`src/rtl/serial_tune_loader.sv`:
```
module serial_tune_loader #(
  parameter int BAND_W   = 4,
  parameter int FREQ_W   = 15,
  parameter int CNT_W    = 5,
  parameter bit RSB_INIT = 1'b1
) (
  input  logic              clk,
  input  logic              rst_n,
  input  logic              sen_i,
  input  logic              sclk_i,
  input  logic              sdat_i,
  output logic [BAND_W-1:0] band_o,
  output logic [FREQ_W-1:0] freq_o,
  output logic              cp_o,
  output logic [2:0]        test_o,
  output logic              rsa_o,
  output logic              rsb_o,
  output logic              os_o
);
  localparam int CTRL_W = 8;
  localparam logic [CNT_W-1:0] BAND_AT = CNT_W'(BAND_W);
  localparam logic [CNT_W-1:0] LEN_S   = CNT_W'(BAND_W + FREQ_W - 1);
  localparam logic [CNT_W-1:0] LEN_F   = CNT_W'(BAND_W + FREQ_W);
  localparam logic [CNT_W-1:0] LEN_X   = CNT_W'(BAND_W + FREQ_W + CTRL_W);
  localparam logic [CNT_W-1:0] CNT_MAX = '1;

  logic              sclk_q, sen_q;
  logic [CNT_W-1:0]  cnt;
  logic [FREQ_W-1:0] sr;

  wire rise = sen_i &  sclk_i & ~sclk_q;
  wire fall = sen_i & ~sclk_i &  sclk_q;
  wire done = sen_q & ~sen_i;

  always_ff @(posedge clk) begin
    if (!rst_n) begin
      sclk_q <= 1'b0;
      sen_q  <= 1'b0;
      cnt    <= '0;
      sr     <= '0;
      band_o <= '0;
      freq_o <= '0;
      cp_o   <= 1'b1;
      test_o <= 3'b001;
      rsa_o  <= 1'b0;
      rsb_o  <= RSB_INIT;
      os_o   <= 1'b1;
    end else begin
      sclk_q <= sclk_i;
      sen_q  <= sen_i;
      if (!sen_i) cnt <= '0;
      else if (fall && cnt != CNT_MAX) cnt <= cnt + 1'b1;
      if (fall) sr <= {sr[FREQ_W-2:0], sdat_i};
      if (rise && cnt == BAND_AT) band_o <= sr[BAND_W-1:0];
      if (rise && cnt == LEN_F) freq_o <= sr;
      if (done) begin
        if (cnt == LEN_S) begin
          freq_o <= {1'b0, sr[FREQ_W-2:0]};
          rsa_o  <= 1'b1;
        end else if (cnt == LEN_F) begin
          freq_o <= sr;
          rsa_o  <= 1'b0;
        end else if (cnt == LEN_X) begin
          cp_o   <= sr[6];
          test_o <= sr[5:3];
          rsa_o  <= sr[2];
          rsb_o  <= sr[1];
          os_o   <= sr[0];
        end
      end
    end
  end
endmodule


```
`config.mk`:
```
export PLATFORM = sky130hd
export DESIGN_NAME = serial_tune_loader
export DESIGN_NICKNAME = d
export VERILOG_FILES = /design/src/rtl/serial_tune_loader.sv
export SDC_FILE = /design/constraint.sdc
export NUM_CORES = 1
export LEC_CHECK = 0
export BUFFER_PORTS_ARGS = -buffer_cell sky130_fd_sc_hd__buf_2
export CAP_MARGIN = 10
export CORE_MARGIN = 2
export CORE_UTILIZATION = 50
export CTS_CLUSTER_DIAMETER = 80
export DETAILED_ROUTE_END_ITERATION = 6
export PLACE_DENSITY = 0.7
export SYNTH_ARGS = -nofsm -noshare
export SYNTH_HDL_FRONTEND = slang
export SYNTH_SLANG_ARGS = --single-unit
```
`constraint.sdc`:
```
create_clock -name clk -period 2.1 [get_ports clk]
set_clock_uncertainty 0.05 [all_clocks]
set_input_delay 0.21 -clock clk [delete_from_list [all_inputs] [get_ports clk]]
set_output_delay 0.21 -clock clk [all_outputs]
set_load 0.01 [all_outputs]
```
==> reports/results.txt, run 1 <==
status -> finished clean
CTS Buf Count -> 5
Area contributors post-synth -> dfxtp_1 (48%), mux2i_1 (12%), nand2_1 (12%)
CTS Root Cell -> clkbuf_8
Seq/Total Area, Yosys -> 47.8%
switching pwr -> 0.321 mW
leakage power -> 0.987 nW
Critical Path End Type -> flop
cts hold-fix bufs -> 0
die height -> 67.4 um
commonest cells in the synthesized netlist -> nand2_1 (66), dfxtp_1 (48), mux2i_1 (25)
Gate Count Post-Synth -> 212
initial antenna violation count -> 0
Peak VDD IR -> 0.385 mV
syn_nets -> 221
Logic pwr share -> 2.6%
sequential power share -> 54.8%
WL/cell -> 12.3 um
mux contribution to synthesized area -> 12.4%
setup ws final -> 176 ps
Critical R2R Capture -> cnt[3]$_SDFFE_PN0P_
Initial Util -> 51.0%
Worst Reg2Reg Path Length in Cells -> 7
hold depth -> 3
maximum operating frequency -> 0.520 GHz
Die Footprint -> 4540 um^2
TritonCTS clock tree -> done
Compound-Gate Fraction of Synth Area -> 8.28%
Post-synth EDFFs -> 0
layout cells sized above 1 -> 20.7%
cell with the most instances after synthesis -> nand2_1
reg2reg start -> cnt[0]$_SDFFE_PN0P_
Post-Layout Cell Count -> 291
Final ANT Viol Nets -> 0
GR Overflow Total -> 0
IO buf count -> 30
CP arrival -> 2060 ps
H-tree depth -> 2
Area after DPL -> 2190 um^2
Sum Neg Setup Slack -> 0 ps
Critical Path Start Type -> flop
dpl ws -> 228 ps
GPL Wtd Cong -> 0.827
via density per instance -> 5.00
#FFs+latches synth -> 48
post-synthesis adder-cell area fraction -> 2.49%
Vias -> 1455
Worst Hold Class -> primary input to flop
Internal -> 1.35 mW
first-pass GRT wire length -> 6060 um
crit path time final -> 1920 ps
clk buf depth -> 2
Avg Cell Area, Syn -> 9.48 um^2
diode count -> 0
XOR/XNOR Fraction of Synth Area -> 1.31%
largest family of logic cells by synthesized area -> simple AND/OR/NAND/NOR gates
switching part of the total power -> 19.3%
synth warn -> 0
drt pass-1 iters -> 4
leading area contributor after synthesis -> dfxtp_1
Die W -> 67.4 um
worst rel slew slack -> 63.8%
hold_sp -> sdat_i
Async SR Flop Fraction -> 0%
Primary FF master, synth -> dfxtp_1
Post-CTS Resized -> 0
Hold Fails Final Rpt -> 0
Worst-Margin Slew -> 544 ps
drt drc -> 0
largest net degree at the start of global routing -> 42
vias in the first global route -> 1332
Worst-path clk slew -> 80 ps
postcts setup bufs -> 0
GRT Overall Usage -> 18.2%
Final setup viols -> 0
Cell Pwr Density -> 721 nW/um^2
total power -> 1.67 mW
final wirelength -> 3580 um
synth-to-layout area growth -> 15.2%
clk sink count -> 48
Max Cap Viol -> 0
Clk pwr share -> 42.6%
WHS Endpoint -> sr[0]$_SDFFE_PN0P_
placed insts -> 283
R2R Setup Slk -> 180 ps
CP Class -> flop to flop
Core Area -> 3940 um^2
mapped cell area -> 2010 um^2
clock latency on the worst-skew pair -> 290 ps
crit path max fanout -> 5
Slew Viols, Final -> 0
post-synth cell types -> 34
post-route cell area -> 2320 um^2
Starting DRT DRC Count -> 34
Final nets -> 249
Worst Path Required -> 2240 ps
I/O pin cnt -> 31
unrepaired setup endpoints after global routing -> false
post-synthesis simple-gate area fraction -> 24.1%
Final Cycle Share -> 91.6%
hpwl dp -> 2440 um
Synth top area share -> 47.8%
cell row count -> 23
-- power by group through the flow --
stage | clock network (mW) | registers (mW) | logic (mW)
6_report | 0.711 | 0.915 | 0.0432
5_1_grt | 0.781 | 0.915 | 0.0480
4_1_cts | 0.735 | 0.915 | 0.0439
3_5_place_dp | 0 | 0.936 | 0.0435
3_3_place_gp | 0 | 0.936 | 0.0444
2_1_floorplan | 0 | 0.935 | 0.0318
-- through the flow --
step,utilization [%],hold WS (ps)
after floorplan,-,282
after global placement,55.5,397
after detailed placement,55.5,399
after CTS,58.7,93.3
after global routing,58.7,99.4
final,58.7,105
-- cell usage in the layout, fill, tap and decap left out, types with 3 or more instances in the layout --
master and n:
a21boi_0 15, a21oi_1 4, buf_2 30, buf_4 3, clkbuf_8 7, dfxtp_1 48, ha_1 4, inv_1 4
mux2i_1 25, nand2_1 66, nor2_1 3, nor2b_1 6
-- per-layer routing --
layer / track usage, % / wire, um / vias to the layer above / part of all wire, %
li1: - / - / 747 / -
met3: 6.83 / 184 / 4 / 5.1
met2: 29.0 / 1710 / 22 / 48
met4: 6.89 / 27 / 0 / 0.75
met5: 0 / 0 / - / 0
met1: 22.3 / 1660 / 682 / 46
-- worst max-delay path: stages (launching register included) --
cell,delay (ps)
dfxtp_1,360
ha_1,270
and3_2,240
ha_1,210
and4bb_2,370
nand4_1,130
xor2_1,150
nor2_1,50
-- worst max-delay path by stage --
stage,startpoint,endpoint,cells after the start
after detailed placement,cnt[0]$_SDFFE_PN0P_,cnt[3]$_SDFFE_PN0P_,7
final,cnt[0]$_SDFFE_PN0P_,cnt[3]$_SDFFE_PN0P_,7
after global placement,cnt[0]$_SDFFE_PN0P_,cnt[3]$_SDFFE_PN0P_,7
after floorplan,cnt[0]$_SDFFE_PN0P_,cnt[3]$_SDFFE_PN0P_,7
after CTS,cnt[0]$_SDFFE_PN0P_,cnt[3]$_SDFFE_PN0P_,7
after global routing,cnt[0]$_SDFFE_PN0P_,cnt[3]$_SDFFE_PN0P_,7
-- flip-flops by register name, indices dropped and copies added (netlist names) --
| name | cells |
|---|---|
| freq_o | 15 |
| sr | 15 |
| cnt | 5 |
| band_o | 4 |
| test_o | 3 |
| cp_o | 1 |
| os_o | 1 |
| rsa_o | 1 |
| rsb_o | 1 |
| sclk_q | 1 |
| sen_q | 1 |
-- kinds of logic after synthesis --
kind of cell	Yosys count
fa+ha+maj	4
simple gates	93
xor+xnor	3
buf+inv	16
mux	25
flops	48
compound gates	23
-- final cells by class --
class	instances	area (um^2)
fill	375	1630
multi-input combinational	148	978
sequential	48	961
timing repair buffer	33	173
clock buffer	7	96.3
tap	50	62.6
clock inverter	1	30.0
inverter	4	15.0
No activity file was read; power rests on OpenSTA's default activity.
==> inputs of run 2 (changes only) <==
--- a/config.mk
+++ b/config.mk
@@ -8,10 +8,10 @@
 export BUFFER_PORTS_ARGS = -buffer_cell sky130_fd_sc_hd__buf_2
 export CAP_MARGIN = 10
 export CORE_MARGIN = 2
-export CORE_UTILIZATION = 50
+export CORE_UTILIZATION = 45
 export CTS_CLUSTER_DIAMETER = 80
 export DETAILED_ROUTE_END_ITERATION = 6
-export PLACE_DENSITY = 0.7
+export PLACE_DENSITY = 0.64
 export SYNTH_ARGS = -nofsm -noshare
 export SYNTH_HDL_FRONTEND = slang
 export SYNTH_SLANG_ARGS = --single-unit
==> reports/results.txt, run 2 (synthesized netlist as in run 1, its figures left out) <==
Sum Neg Setup Slack -> 0 ps
leakage power -> 0.967 nW
Vias -> 1458
Final setup viols -> 0
crit-path cells -> ha_1, and3_2, ha_1, and4bb_2, nand4_1, xor2_1, nor2_1
clock latency on the worst-skew pair -> 300 ps
Clk pwr share -> 35.2%
Hold Fails Final Rpt -> 0
cts hold-fix bufs -> 0
Die Footprint -> 5020 um^2
vias in the first global route -> 1333
die height -> 70.8 um
sequential power share -> 61.6%
Core Area -> 4320 um^2
unrepaired setup endpoints after global routing -> false
final wirelength -> 3680 um
drt pass-1 iters -> 4
Critical Path Start Type -> flop
I/O pin cnt -> 31
most frequent cells in the layout -> nand2_1 (66), dfxtp_1 (48), buf_2 (30)
CTS Root Cell -> clkbuf_8
Logic pwr share -> 3.2%
largest registers -> freq_o (15), sr (15), cnt (5)
Slew Viols, Final -> 0
switching part of the total power -> 22.1%
crit path time final -> 1880 ps
status -> finished clean
Max Cap Viol -> 0
GRT Overall Usage -> 16.2%
clk sink count -> 48
GPL Wtd Cong -> 0.840
clk buf depth -> 2
leading cell type in the layout, fill and taps excluded -> nand2_1
maximum operating frequency -> 0.531 GHz
largest net degree at the start of global routing -> 35
Final nets -> 249
Worst Path Required -> 2240 ps
Worst-Margin Slew -> 524 ps
Slowest-stage cell, CP -> and4bb_2
worst rel slew slack -> 65.0%
H-tree depth -> 2
Cell Pwr Density -> 649 nW/um^2
crit path max fanout -> 5
Peak VDD IR -> 0.433 mV
TritonCTS clock tree -> done
most used cell, CP -> ha_1
cell row count -> 24
Critical Path End Type -> flop
CP max stage delay -> 360 ps
Worst-path clk slew -> 90 ps
postcts setup bufs -> 0
Internal -> 1.16 mW
hpwl dp -> 2470 um
switching pwr -> 0.328 mW
diode count -> 0
GR Overflow Total -> 0
drt drc -> 0
synth-to-layout area growth -> 13.7%
Final ANT Viol Nets -> 0
IO buf count -> 30
layout cells sized above 1 -> 20.4%
Final Cycle Share -> 89.7%
Initial Util -> 46.5%
first-pass GRT wire length -> 6390 um
CP arrival -> 2020 ps
CTS Buf Count -> 5
via density per instance -> 4.99
Post-CTS Resized -> 0
CP Class -> flop to flop
initial antenna violation count -> 0
Worst Hold Class -> primary input to flop
Starting DRT DRC Count -> 79
WL/cell -> 12.6 um
Die W -> 70.8 um
total power -> 1.48 mW
[run 2: changes by cell type in the layout (fill, tap and decap cells not counted)]
| cell | before | now |
|---|---|---|
| clkinvlp_4 | 0 | 1 |
| bufinv_16 | 1 | 0 |
| buf_12 | 0 | 1 |
| clkbuf_8 | 7 | 5 |
| clkinv_2 | 0 | 1 |
| buf_4 | 3 | 2 |
[run 2: metrics by stage]
step / worst slack [ps] / cell area (um^2) / std cells / hold slack [ps] / utilization [%]
2_1_floorplan: 336 / 2010 / 212 / 282 / -
3_3_place_gp: 266 / 2200 / 285 / 396 / 51.0
3_5_place_dp: 229 / 2200 / 285 / 400 / 51.0
4_1_cts: 215 / 2290 / 292 / 104 / 52.9
5_1_grt: 87.2 / 2290 / 292 / 93.2 / 52.9
6_report: 217 / 2290 / 292 / 108 / 52.9
[run 2: final timing paths]
path	slack, ps	startpoint	endpoint	cells past startpoint
max reg2reg	220	cnt[0]$_SDFFE_PN0P_	cnt[3]$_SDFFE_PN0P_	7
min	110	sdat_i	sr[0]$_SDFFE_PN0P_	3
max	220	cnt[0]$_SDFFE_PN0P_	cnt[3]$_SDFFE_PN0P_	7
min reg2reg	410	freq_o[10]$_SDFF_PN0_	freq_o[10]$_SDFF_PN0_	2
[run 2: metal layers]
layer  part of all wire, %  wire length, um  global-route usage, %
met5                     0                0                      0
met3                   3.4              125                   4.27
met4                   1.9               71                   7.55
met1                    48             1780                   21.3
met2                    46             1700                   24.8
[run 2: layout make-up]
class	count	area [um^2]
Timing Repair Buffer	33	185
Multi-Input combinational cell	148	978
Clock buffer	5	68.8
Tap cell	52	65.1
Sequential cell	48	961
Inverter	4	15.0
Fill cell	438	2040
Clock inverter	2	12.5
[run 2: power groups by stage]
stage               logic (mW)  clock network [mW]  registers [mW]
floorplan               0.0318                   0           0.935
CTS                     0.0477               0.544           0.915
global placement        0.0472                   0           0.936
finish                  0.0469               0.522           0.915
global route            0.0514               0.585           0.915
detailed placement      0.0475                   0           0.936
[run 2: critical path, delay by kind of cell, from the launching register on]
| family | cells | cell delay [ps] |
|---|---|---|
| adder cells (fa/ha/maj) | 2 | 460 |
| flip-flops | 1 | 350 |
| XOR/XNOR | 1 | 150 |
| AND/OR/NAND/NOR | 4 | 770 |
